$ cat src/rtl/ld_elem_convert.sv
module ld_elem_convert #(
  parameter bit OUT_REG = 1'b1
) (
  input  logic        clk,
  input  logic        rst_n,
  input  logic [63:0] rd_data,
  input  logic [1:0]  op_wid,
  input  logic        brev_op,
  input  logic        le_mode,
  input  logic [1:0]  src_wid,
  input  logic [1:0]  dst_wid,
  input  logic        sat_en,
  input  logic        sat_signed,
  output logic [63:0] elem_out
);
  localparam int NBYTE = 8;

  function automatic logic [63:0] wmask(input logic [1:0] c);
    case (c)
      2'd0:    wmask = 64'h0000_0000_0000_00FF;
      2'd1:    wmask = 64'h0000_0000_0000_FFFF;
      2'd2:    wmask = 64'h0000_0000_FFFF_FFFF;
      default: wmask = '1;
    endcase
  endfunction

  function automatic logic [63:0] sext(input logic [63:0] v, input logic [1:0] c);
    case (c)
      2'd0:    sext = {{56{v[7]}},  v[7:0]};
      2'd1:    sext = {{48{v[15]}}, v[15:0]};
      2'd2:    sext = {{32{v[31]}}, v[31:0]};
      default: sext = v;
    endcase
  endfunction

  logic        do_swap;
  logic [3:0]  nbytes;
  logic [63:0] swapped, opval, srcv, ssrc, hi_lim, conv;

  assign do_swap = ~(brev_op ^ le_mode);
  assign nbytes  = 4'd1 << op_wid;

  always_comb begin
    swapped = '0;
    for (int i = 0; i < NBYTE; i++) begin
      if (4'(i) < nbytes)
        swapped[8*i +: 8] = rd_data[8*(int'(nbytes) - 1 - i) +: 8];
    end
  end

  assign opval  = (do_swap ? swapped : rd_data) & wmask(op_wid);
  assign srcv   = sat_en ? (sext(opval, op_wid) & wmask(src_wid)) : (opval & wmask(src_wid));
  assign ssrc   = sext(srcv, src_wid);
  assign hi_lim = wmask(dst_wid) >> 1;

  always_comb begin
    conv = srcv;
    if (sat_en && dst_wid != 2'd3) begin
      if (sat_signed) begin
        if ($signed(ssrc) > $signed(hi_lim))       conv = hi_lim;
        else if ($signed(ssrc) < $signed(~hi_lim)) conv = ~hi_lim;
        else                                       conv = ssrc;
      end else if (srcv > wmask(dst_wid)) begin
        conv = wmask(dst_wid);
      end
    end else if (sat_en && sat_signed) begin
      conv = ssrc;
    end
    conv = conv & wmask(dst_wid);
  end

  generate
    if (OUT_REG) begin : g_reg
      always_ff @(posedge clk or negedge rst_n) begin
        if (!rst_n) elem_out <= '0;
        else        elem_out <= conv;
      end
    end else begin : g_comb
      assign elem_out = rst_n ? conv : '0;
    end
  endgenerate
endmodule

$ cat config.mk
export PLATFORM = sky130hd
export DESIGN_NAME = ld_elem_convert
export DESIGN_NICKNAME = d
export VERILOG_FILES = /design/src/rtl/ld_elem_convert.sv
export SDC_FILE = /design/constraint.sdc
export NUM_CORES = 1
export LEC_CHECK = 0
export BUFFER_PORTS_ARGS = -buffer_cell sky130_fd_sc_hd__clkbuf_2
export CORE_MARGIN = 3
export CORE_UTILIZATION = 55
export CTS_BUF_LIST = sky130_fd_sc_hd__clkbuf_8
export DETAILED_ROUTE_END_ITERATION = 6
export PLACE_DENSITY = 0.88
export SYNTH_ARGS = -nofsm -noshare
export SYNTH_HDL_FRONTEND = slang
export SYNTH_SLANG_ARGS = --single-unit
$ cat constraint.sdc
create_clock -name clk -period 0.8 [get_ports clk]
set_input_delay 0.12 -clock clk [delete_from_list [all_inputs] [get_ports clk]]
set_output_delay 0.12 -clock clk [all_outputs]
set_load 0.02 [all_outputs]
==> metrics.md, run 1 <==
| Metric | Value |
|---|---|
| Largest net degree at the start of global routing | `65` |
| Ys async rst share | `1.00` |
| Synthesized area | `about 10,000 µm²` |
| Error | `[ERROR GRT-0116] Global routing finished with congestion. Check the congestion regions in the DRC Viewer.` |
| Syn Nets | `roughly 1,400` |
| Grt ovf | `188` |
| Synth top area share | `0.216` |
| Vias in the first global route | `17,300` |
| Die W | `144 µm` |
| Routability Congestion | `between 1 and 1.5` |
| Last step reached | `global routing` |
| Total Routing Usage GR | `0.738` |
| IO Port Bufs | `around 140` |
| Mapped Cells | `about 1,200` |
| Die height | `144 µm` |
| Global-route wire length before repair | `roughly 120,000 µm` |
| Synth area leader | `ha_1` |
| Longest Clk Path Bufs | `2` |
| IO Pins | `140` |
| Sequential fraction of the synthesis area | `0.153` |
| Num CTS Buffers | `9` |
| Number of synthesized register bits | `64` |
| Detailed placement HPWL | `around 37,000 µm` |
| # rows | `49` |
| Largest cells by area after synthesis | `ha_1, dfrtp_1, mux4_2` |
| Sink Count | `64` |
| Yosys warns | `1` |
| Synthesized area per cell | `a little under 9 µm²` |
| Starting Density | `0.570` |
| Status | `aborted with a tool error` |
| Dpl ws | `-5.52 ns` |
| Synth Flop Type | `dfrtp_1` |
| EDFF count, synth | `0` |
| Root Driver | `clkbuf_8` |
| Netlist cell types | `a little over 70` |
| Depth of the CTS H-tree | `3` |
## cells by family after synthesis
| logic type | Yosys count | synth area share |
|---|---|---|
| compound gates | 396 | 0.255 |
| simple gates | 260 | 0.123 |
| mux | 107 | 0.184 |
| fa+ha+maj | 180 | 0.216 |
| buf+inv | 167 | 0.0666 |
| flops | 64 | 0.153 |
| xor+xnor | 2 | 0.00168 |
## per-layer routing
| metal | overflow | GRT usage |
|---|---|---|
| met2 | 110 | 0.889 |
| met4 | 76 | 0.786 |
| met3 | 1 | 0.581 |
| met1 | 1 | 0.734 |
| met5 | 0 | 0.203 |
## metrics by stage
stage,instances,utilization,hold slack (ns),area [µm²]
after floorplan,1176,-,-0.176,10800
after global placement,1861,0.789,0.147,14500
after detailed placement,1861,0.789,0.161,14500
after CTS,1922,0.858,0.287,15700
## cells in the mapped netlist, drive strengths merged (2+ instances only)
master and count:
and3 7, nand4 13, a21o 39, a211oi 20
nand2 75, a22oi 35, a22o 4, nand2b 13
or2 2, o21bai 12, o31a 3, or3 6
o22ai 11, a221oi 14, nand3 23, dfrtp 64
clkbuf 49, nand3b 2, or4 3, mux2 24
ha 180, mux2i 17, buf 26, o21ai 58
o211ai 4, and4 4, nor2b 10, inv 92
nor4b 2, nor2 66, a21oi 153, nor3b 2
mux4 66, and2 5, nor4 10, o311ai 4
a31oi 6, nor3 16, a221o 6, o21a 8
a2111oi 7, o31ai 4
## repair_timing
item / 4_1_cts
setup buffers: 40
resized for setup: 115
cloned: 5
hold buffers: 1
endpoints found under the setup margin: 128
hold endpoints to repair: 64
pin swaps: 45
==> run 2: changes to the inputs <==
Settings changed: CORE_UTILIZATION 55 to 40, CTS_BUF_LIST sky130_fd_sc_hd__clkbuf_8 to default, PLACE_DENSITY 0.88 to default, PLACE_DENSITY_LB_ADDON from default to 0.15.
Clock period 0.8 ns to 1 ns, I/O delays scaled along.
==> run 2 against run 1 <==
  * Synthesized cell count stayed put
  * The flow now finishes, with violations (setup timing)
  * Synthesized area unchanged
==> metrics.md, run 2 <==
| Metric | Value |
|---|---|
| Sequential fraction of the synthesis area | `0.153 (unchanged)` |
| WL/cell | `19.9 µm` |
| Cell mode on critical path | `buf_4` |
| Peak supply drop | `733 µV` |
| Final critical-path share of the clock period | `5.24` |
| Adder-cell share of the synthesized area | `0.216 (unchanged)` |
| CTS tree | `done` |
| Main combinational cell family by area after synthesis | `compound AO/OA/AOI/OAI gates` |
| Leakage Power | `0.00813 µW` |
| Global-route wire length before repair | `about 63,000 µm` |
| Routed via count | `around 12,000` |
| Maxcap violations | `0` |
| Hold Violations, Final | `0` |
| Grt ovf | `0` |
| Ys async rst share | `1.00 (unchanged)` |
| Crit Path Class | `in2reg` |
| Synth Flop Type | `dfrtp_1` |
| Mapped Cells | `1,176 (unchanged)` |
| Final Max Slew Viols | `0` |
| Layout fillers | `2,118` |
| Depth of the CTS H-tree | `3 (unchanged)` |
| Setup violators final | `~120` |
| Root Driver | `clkbuf_16` |
| Commonest cells post-synth | `ha_1, a21oi_1, inv_1` |
| Max transition margin | `0.491` |
| Post-route setup TNS | `-191.97 ns` |
| Crit Path Max Fanout | `8` |
| Reg with most FFs | `elem_out` |
| Max stage delay cell, worst path | `mux4_2` |
| Detailed placement HPWL | `32,000 µm (-13%)` |
| Worst Setup SP | `op_wid[1]` |
| Synth Area in Compound Gates | `0.255 (unchanged)` |
| Yosys warns | `1 (unchanged)` |
| Synth Area in XOR/XNOR | `0.00168 (unchanged)` |
| Top flop regs | `elem_out (64)` |
| # rows | `58 (+18%)` |
| Share of layout cells above drive strength 1 | `0.504` |
| IO Port Bufs | `139 (unchanged)` |
| Die W | `168 µm (+17%)` |
| Clock transition at path regs | `approximately 0.06 ns` |
| Most common cell in the synthesized netlist | `ha_1` |
| Dpl ws | `-4.86 ns (+0.656 ns)` |
| RSZ-0062 raised after global routing | `yes` |
| Syn Nets | `1,432 (unchanged)` |
| Num CTS Buffers | `9 (unchanged)` |
| Longest Clk Path Bufs | `2 (unchanged)` |
| Multi-input logic area | `approximately 9000 µm²` |
| DRT iter0 DRCs | `930` |
| Status | `finished, violations left` |
| Worst Path Arrival | `approximately 5.5 ns` |
| Sink Count | `64 (unchanged)` |
| Fmax | `roughly 0.19 GHz` |
| Worst setup EP type | `register` |
| Slew @ Worst Pin | `0.759 ns` |
| Vias/cell | `5.74` |
| Synthesized area per cell | `8.88 µm² (unchanged)` |
| # DRC | `0` |
| Worst setup SP type | `input port` |
| Pre-antenna DRT Iters | `7` |
| Number of flip-flops in the largest register | `between 60 and 70` |
| Routability Congestion | `0.966 (-12%)` |
| P per Cell Area | `between 1000 and 1500 nW/µm²` |
| Total Routing Usage GR | `0.281` |
| Number of synthesized register bits | `64 (unchanged)` |
| Starting Density | `0.411 (-0.159)` |
| Post-route ant nets | `0` |
| Vias in the first global route | `around 12,000` |
| Initial antenna violation count | `0` |
| Mux share of post-synthesis cell area | `0.184 (unchanged)` |
| Largest cells by area after synthesis | `ha_1, dfrtp_1, mux4_2` |
| Largest net degree at the start of global routing | `65` |
| Core ar. | `about 25,000 µm²` |
| Crit path required time | `1.23 ns` |
| Most frequent cells in the layout | `buf_4, ha_1, a21oi_1, clkbuf_2, inv_1` |
| EDFF count, synth | `0 (unchanged)` |
| Synth top area share | `0.216 (unchanged)` |
| CP max stage delay | `approximately 0.50 ns` |
| Synthesis-to-layout area growth | `56.5%` |
| IO Pins | `140 (unchanged)` |
| Simple-Gate Fraction of Synth Area | `0.123 (unchanged)` |
| Synthesized area | `10,400 µm² (unchanged)` |
| Most common cell after layout, fill and taps aside | `buf_4` |
| DRT Wirelength | `40,800 µm` |
| FF+latch area | `1600 µm²` |
| Worst hold path type | `in2async` |
| Inserted Diodes | `0` |
| Die area | `between 20,000 and 30,000 µm²` |
| Final worst slack | `-4.24 ns` |
| Failing checks | `setup timing` |
| Nets | `1,975` |
| Synth area leader | `ha_1` |
| Final Power | `17,100 µW` |
| Crit path time final | `around 5.2 ns` |
| Netlist cell types | `71 (unchanged)` |
| Die height | `168 µm (+17%)` |
## run 2: cell counts after synthesis
No cell type changed its count.
## run 2: worst max path at each step
stage | end | slack, ns | cells after the start
after floorplan | elem_out[21]$_DFF_PN0_ | -5.16 | 36
after global placement | elem_out[19]$_DFF_PN0_ | -4.78 | 28
after detailed placement | elem_out[16]$_DFF_PN0_ | -4.86 | 29
after CTS | elem_out[23]$_DFF_PN0_ | -4.33 | 29
after global routing | elem_out[24]$_DFF_PN0_ | -4.57 | 33
final | elem_out[16]$_DFF_PN0_ | -4.24 | 32
## run 2: cells by family after synthesis
group                    Yosys count
AND/OR/NAND/NOR                  260
AO/OA/AOI/OAI                    396
flip-flops                        64
buffers and inverters            167
multiplexers                     107
XOR/XNOR                           2
adder cells (fa/ha/maj)          180
## run 2: cell type report
cell class / instances / share of cell area
sequential: 64 / 0.0980
multi-input combinational: 945 / 0.551
tap: 330 / 0.0253
inverter: 92 / 0.0227
clock buffer: 11 / 0.0155
timing repair buffer: 607 / 0.283
clock inverter: 5 / 0.00521
## run 2: metrics by stage
step           hold slack, ns  cell area, µm²   util  cells
2_1_floorplan          -0.146           10800      -   1176
3_5_place_dp            0.175           14900  0.585   1993
4_1_cts                 0.344           16000  0.629   2047
5_1_grt                 0.377           16300  0.644   2054
3_3_place_gp            0.175           14900  0.585   1993
6_report                0.318           16300  0.644   2054
## run 2: routing by layer
metal | vias up | share of wire | track usage
met2 | 459 | 0.47 | 0.463
met5 | - | 0 | 0
met3 | 82 | 0.070 | 0.0515
met1 | 5705 | 0.42 | 0.373
met4 | 0 | 0.034 | 0.0957
li1 | 5537 | - | -
## run 2: what timing repair did
action	4_1_cts	5_1_grt
hold buffers	1	0
buffers inserted	33	22
gates resized for setup	90	121
pin swaps	42	54
hold endpoints to repair	64	0
setup endpoints to repair	128	128
gates cloned	4	2
## run 2: worst max-delay path, delay by kind of cell
kind            cells  cell delay, ns
fa+ha+maj           3            0.77
simple gates        7            0.83
mux                 1            0.50
buf+inv            10            1.29
compound gates     11            1.93
## run 2: report_power, final
part | internal (µW) | switching, µW
logic | 5160 | 5330
registers | 2810 | 60.7
clock network | 2340 | 1400
total | 10300 | 6790
No activity file was read; power rests on OpenSTA's default activity.
==> run 3: changes to the inputs <==
Settings changed: SETUP_SLACK_MARGIN from default to 0.5, SLEW_MARGIN from default to 40.
Clock period 1 ns to 5.8 ns, I/O delays scaled along.
==> run 3 against run 2 <==
  * The run still ends with setup timing left
  * Setup slack better by 4.1 ns
  * Critical path depth is 3 lower
  * Die area stayed put
  * First-iteration DRC count is 3.0% lower
  * Sequential power is 83% lower
  * Utilization is 6.4 points lower
  * Clock-buffer cell count stayed put
  * Flip-flop and latch count stayed put
  * Critical path type unchanged
==> metrics.md, run 3 (same netlist as run 2, synthesis figures left out) <==
| Metric | Value |
|---|---|
| Placed cell areas | `13,600 µm² (-8.3%)` |
| Grt ovf | `0 (unchanged)` |
| Initial antenna violation count | `0 (unchanged)` |
| Worst setup EP type | `register` |
| Flop pwr share | `0.179 (+0.011)` |
| Root Driver | `clkbuf_16` |
| Design area | `14,700 µm² (-9.9%)` |
| Post-route ant nets | `0 (unchanged)` |
| Worst setup SP type | `input port` |
| Worst Setup SP | `op_wid[1]` |
| Nets | `1,822 (-7.7%)` |
| Post-route setup TNS | `-3.89 ns (+188.08 ns)` |
| Largest delay contributor family on the critical path | `compound AO/OA/AOI/OAI gates` |
| Routability Congestion | `0.994 (+2.9%)` |
| Final worst slack | `-0.179 ns (+4.06 ns)` |
| Leakage Power | `0.00731 µW (-10%)` |
| Routed via count | `11,100 (-5.9%)` |
| Worst hold path type | `in2async` |
| Internal power | `1670 µW (-84%)` |
| Power share of the combinational group | `0.594 (-0.019)` |
| Hold Violations, Final | `0 (unchanged)` |
| Number of flip-flops in the largest register | `64 (unchanged)` |
| Global-route wire length before repair | `60,300 µm (-4.8%)` |
| Finished Layout Cells | `1,901 (-7.4%)` |
| IO Port Bufs | `139 (unchanged)` |
| Vias/cell | `5.83 (+1.6%)` |
| Clock transition at path regs | `0.06 ns (about the same)` |
| Sink Count | `64 (unchanged)` |
| Fmax | `between 0.15 and 0.2 GHz` |
| Share of layout cells above drive strength 1 | `0.427 (-0.0769)` |
| Top flop regs | `elem_out (64)` |
| Crit path time final | `~6.0 ns` |
| Worst Path Arrival | `6.22 ns (+0.75 ns)` |
| Max stage delay cell, worst path | `or4_4` |
| DRT iter0 DRCs | `902 (-3.0%)` |
| Max transition margin | `0.430 (-0.0613)` |
| Reg with most FFs | `elem_out` |
| Pre-antenna DRT Iters | `5 (-2)` |
| Switching power share of the total | `0.400 (+0.00240)` |
| Final critical-path share of the clock period | `1.03` |
| DRT Wirelength | `38,500 µm (-5.7%)` |
| Final Max Slew Viols | `0 (unchanged)` |
| Inserted Diodes | `0 (unchanged)` |
| P per Cell Area | `189 nW/µm² (-82%)` |
| Total Routing Usage GR | `0.268 (-0.0130)` |
| Longest Clk Path Bufs | `2 (unchanged)` |
| IO Pins | `140 (unchanged)` |
| Num CTS Buffers | `9 (unchanged)` |
| RSZ-0062 raised after global routing | `yes` |
| Worst Path Buf+Inv | `8 (-2)` |
| Peak supply drop | `120 µV (-84%)` |
| # rows | `58 (unchanged)` |
| Crit Path Class | `in2reg` |
| Crit path required time | `6.04 ns (+4.81 ns)` |
| Crit Path Max Fanout | `8 (unchanged)` |
| Global routing's busiest layer | `met2` |
| CTS tree | `done` |
| Psw | `1110 µW (-84%)` |
| Core ar. | `25,400 µm² (unchanged)` |
| Maxcap violations | `0 (unchanged)` |
| Status | `finished, violations left` |
| Most frequent cells in the layout | `buf_4, ha_1, clkbuf_2` |
| WL/cell | `20.2 µm (+1.9%)` |
| GR Util met1 | `0.350 (-0.0228)` |
| Cts hold-fix bufs | `0 (-1)` |
| Clock Power Share | `0.227 (+0.008)` |
| Die area | `28,100 µm² (unchanged)` |
| Synthesis-to-layout area growth | `40.9%` |
| Placed cells | `1,857 (-6.8%)` |
| Starting Density | `0.411 (unchanged)` |
| Setup violators final | `32 (-74%)` |
| Depth of the CTS H-tree | `3 (unchanged)` |
| Met3 usage | `0.0675 (+0.0161)` |
| # DRC | `0 (unchanged)` |
| CP max stage delay | `0.55 ns (+0.05 ns)` |
| Failing checks | `setup timing` |
| Final Power | `2780 µW (-84%)` |
| Most common cell after layout, fill and taps aside | `buf_4` |
| Vias in the first global route | `11,000 (-5.7%)` |
| Met2 Usage GRT | `0.435 (-0.0278)` |
| Slew @ Worst Pin | `0.844 ns (+0.0859 ns)` |
| Die W | `168 µm (unchanged)` |
| Die height | `168 µm (unchanged)` |
| Largest net degree at the start of global routing | `65 (unchanged)` |
| Detailed placement HPWL | `30,200 µm (-5.7%)` |
run 3: cell types whose count changed in the layout (fill, tap and decap cells not counted), sizes merged:
cell / change
buf: -197
clkbuf: +45
clkinv: +1
clkinvlp: -1
dlygate4sd3: -1
run 3: area by class of cell:
class / count / area, µm²
fill: 2302 / 10700
multi-input combinational: 945 / 8720
timing repair buffer: 454 / 3300
sequential: 64 / 1600
tap: 330 / 413
inverter: 92 / 360
clock buffer: 11 / 253
clock inverter: 5 / 78.8
run 3: metrics by stage:
stage,utilization,hold slack [ns],setup WS (ns)
finish,0.580,0.583,-0.179
CTS,0.571,0.721,-0.229
detailed placement,0.537,1.09,-0.822
floorplan,-,0.574,-1.08
global route,0.580,0.634,-0.450
global placement,0.537,1.08,-0.650
run 3: timing repair:
item | 4_1_cts | 5_1_grt
resized for setup | 72 | 29
gates cloned | 1 | 0
pin swaps | 39 | 21
setup endpoints to repair | 32 | 32
setup buffers | 19 | 8
run 3: how the worst max path moves through the flow:
stage                                  end  slack (ns)  depth (start not counted)
floorplan           elem_out[21]$_DFF_PN0_       -1.08                         36
CTS                 elem_out[29]$_DFF_PN0_       -0.23                         29
finish              elem_out[29]$_DFF_PN0_       -0.18                         29
detailed placement  elem_out[19]$_DFF_PN0_       -0.82                         29
global route        elem_out[29]$_DFF_PN0_       -0.45                         30
global placement    elem_out[19]$_DFF_PN0_       -0.65                         29
run 3: per-layer routing:
layer,vias up,part of all wire
met5,-,0
met4,0,0.030
met3,74,0.077
met2,402,0.47
met1,5377,0.42
li1,5232,-
run 3: power by group through the flow:
stage / Sequential, µW / Combinational [µW] / Clock [µW]
final: 497 / 1650 / 630
after CTS: 497 / 1590 / 644
after global routing: 500 / 1790 / 657
after floorplan: 556 / 809 / 0
after detailed placement: 505 / 1490 / 0
after global placement: 505 / 1480 / 0
==> run 4: changes to the inputs <==
Settings changed: ABC_AREA from default to 1.
==> run 4 against run 3 <==
  * The flow now finishes without violations
  * Die area rose by 8.8%
  * Synthesized cell count grew 57%
  * Clock-buffer cell count rose by 1
  * Critical endpoint is now elem_out[16]$_DFF_PN0_
  * Highest routed layer unchanged
==> metrics.md, run 4 <==
| Metric | Value |
|---|---|
| Synthesis-to-layout area growth | `48.1%` |
| Finished Layout Cells | `2,655 (+40%)` |
| Final Max Slew Viols | `0 (unchanged)` |
| Largest net degree at the start of global routing | `97 (+49%)` |
| Most common cell in the synthesized netlist | `nand2_1` |
| Placed cells | `2,580 (+39%)` |
| Initial antenna violation count | `0 (unchanged)` |
| Cell mode on critical path | `nand2_1` |
| Met3 routed WL | `3820 µm (+28%)` |
| Fmax | `0.181 GHz (+8.0%)` |
| Maxcap violations | `0 (unchanged)` |
| Worst hold path type | `in2async` |
| Ys async rst share | `1.00 (unchanged)` |
| Number of flip-flops in the largest register | `64 (unchanged)` |
| Max transition margin | `0.417 (-0.0130)` |
| IO Pins | `140 (unchanged)` |
| Synthesized area per cell | `6.19 µm² (-30%)` |
| Starting Density | `0.408 (-0.00311)` |
| Crit Path Class | `in2reg` |
| Share of layout cells above drive strength 1 | `0.346 (-0.0810)` |
| Peak supply drop | `131 µV (+8.7%)` |
| Sequential fraction of the synthesis area | `0.140 (-0.0129)` |
| Grt ovf | `0 (unchanged)` |
| Root Driver | `clkbuf_16` |
| CTS tree | `done` |
| Die W | `175 µm (+4.3%)` |
| Detailed placement HPWL | `39,400 µm (+30%)` |
| RSZ-0062 raised after global routing | `yes` |
| Top sig layer | `met4` |
| Netlist cell types | `54 (-24%)` |
| Longest Clk Path Bufs | `2 (unchanged)` |
| DRT Wirelength | `51,700 µm (+34%)` |
| Top flop regs | `elem_out (64)` |
| Most frequent cells in the layout | `nand2_1, buf_4, inv_1` |
| Synth Flop Type | `dfrtp_1` |
| Layout fillers | `2,670 (+16%)` |
| Depth of the CTS H-tree | `3 (unchanged)` |
| Setup violators final | `0 (-100%)` |
| Vias/cell | `5.61 (-3.9%)` |
| Wire length on met1 | `22,200 µm (+36%)` |
| Worst setup SP type | `input port` |
| Synth area leader | `ha_1` |
| Synthesized area | `11,400 µm² (+9.1%)` |
| Number of synthesized register bits | `64 (unchanged)` |
| P per Cell Area | `183 nW/µm² (-2.9%)` |
| Slew @ Worst Pin | `0.869 ns (+0.0249 ns)` |
| # rows | `61 (+5.2%)` |
| DRT iter0 DRCs | `1,298 (+44%)` |
| Die height | `175 µm (+4.3%)` |
| Sink Count | `64 (unchanged)` |
| Post-route ant nets | `0 (unchanged)` |
| Clock transition at path regs | `0.07 ns (about the same)` |
| Commonest cells post-synth | `nand2_1, o21ai_0, inv_1` |
| Crit path required time | `6.03 ns (about the same)` |
| Yosys warns | `1 (unchanged)` |
| Max stage delay cell, worst path | `nor4_4` |
| Leakage Power | `0.00886 µW (+21%)` |
| Inserted Diodes | `0 (unchanged)` |
| Pre-antenna DRT Iters | `6 (+1)` |
| Hold Violations, Final | `0 (unchanged)` |
| Placed cell areas | `14,800 µm² (+8.7%)` |
| WL/cell | `19.5 µm (-3.8%)` |
| Cts hold-fix bufs | `0 (unchanged)` |
| Routed via count | `14,900 (+34%)` |
| Num CTS Buffers | `9 (unchanged)` |
| Met2 WL | `23,400 µm (+30%)` |
| Largest cells by area after synthesis | `ha_1, nand2_1, dfrtp_1` |
| # DRC | `0 (unchanged)` |
| Nets | `2,528 (+39%)` |
| Crit Path Max Fanout | `8 (unchanged)` |
| Global-route wire length before repair | `77,100 µm (+28%)` |
| EDFF count, synth | `0 (unchanged)` |
| Reg with most FFs | `elem_out` |
| Vias in the first global route | `13,800 (+25%)` |
| Worst setup EP type | `register` |
| Die area | `30,600 µm² (+8.8%)` |
| Most common cell after layout, fill and taps aside | `nand2_1` |
| Syn Nets | `2,099 (+47%)` |
| IO Port Bufs | `139 (unchanged)` |
| Worst Path Buf+Inv | `8 (unchanged)` |
| Status | `finished, final reports clean` |
| Core ar. | `27,900 µm² (+10%)` |
| Synth top area share | `0.197 (-0.0181)` |
| Total Routing Usage GR | `0.322 (+0.0535)` |
| Final critical-path share of the clock period | `0.954 (-0.0767)` |
| Worst Path Arrival | `5.77 ns (-0.45 ns)` |
| Crit path time final | `5.53 ns (-0.445 ns)` |
| Largest delay contributor family on the critical path | `simple AND/OR/NAND/NOR gates` |
| CP max stage delay | `0.32 ns (-0.23 ns)` |
| Mapped Cells | `1,843 (+57%)` |
| Design area | `16,900 µm² (+15%)` |
| Routability Congestion | `1.09 (+9.9%)` |
==> run 4: final timing paths <==
kind	startpoint	to	slack [ns]	cells after the start
min in group clk	rd_data[3]	elem_out[3]$_DFF_PN0_	1.09	5
max	op_wid[1]	elem_out[16]$_DFF_PN0_	0.27	40
min	rst_n	elem_out[23]$_DFF_PN0_	0.60	2
max in group asynchronous	rst_n	elem_out[52]$_DFF_PN0_	4.75	2
==> run 4: report_power, final <==
| group | internal [µW] | switching (µW) | leakage [µW] | total [µW] |
|---|---|---|---|---|
| clock network | 332 | 233 | 0.000140 | 564 |
| logic | 855 | 1180 | 0.00787 | 2030 |
| registers | 485 | 15.8 | 0.000841 | 501 |
| total | 1670 | 1420 | 0.00886 | 3100 |
==> run 4: per-stage QoR <==
step           setup slack [ns]  total power [µW]  utilization  setup TNS (ns)  hold WS (ns)
3_5_place_dp             -0.265              2160        0.530           -6.94          1.11
2_1_floorplan             0.376              1460            -               0         0.574
4_1_cts                   0.407              2910        0.571               0         0.737
3_3_place_gp             -0.316              2140        0.530           -6.89          1.10
6_report                  0.266              3100        0.605               0         0.604
5_1_grt                  0.0357              3300        0.605               0         0.661
==> run 4: layout make-up <==
class,instances,area (µm²),share of cell area
inverters,200,774,0.0458
repair buffers,513,3890,0.230
multi-input cells,1484,9870,0.584
clock buffers,12,236,0.0140
flip-flops and latches,64,1600,0.0948
well taps,378,473,0.0280
clock inverters,4,45.0,0.00267
==> run 4: layer usage <==
metal	vias to the layer above	track usage
li1	7119	-
met1	6993	0.428
met2	642	0.521
met3	130	0.0537
met4	0	0.125
met5	-	0
==> run 4: cell families after synthesis <==
group | after synthesis | synth area share
multiplexers | 9 | 0.00790
buffers and inverters | 297 | 0.106
AND/OR/NAND/NOR | 748 | 0.282
AO/OA/AOI/OAI | 545 | 0.266
flip-flops | 64 | 0.140
adder cells (fa/ha/maj) | 180 | 0.197
==> run 4: repair_timing <==
| item | 4_1_cts | 5_1_grt |
|---|---|---|
| setup endpoints to repair | 32 | 32 |
| cloned | 7 | 0 |
| hold endpoints to repair | 0 | 0 |
| gates resized for setup | 164 | 191 |
| pin swaps | 59 | 78 |
| setup buffers | 27 | 25 |
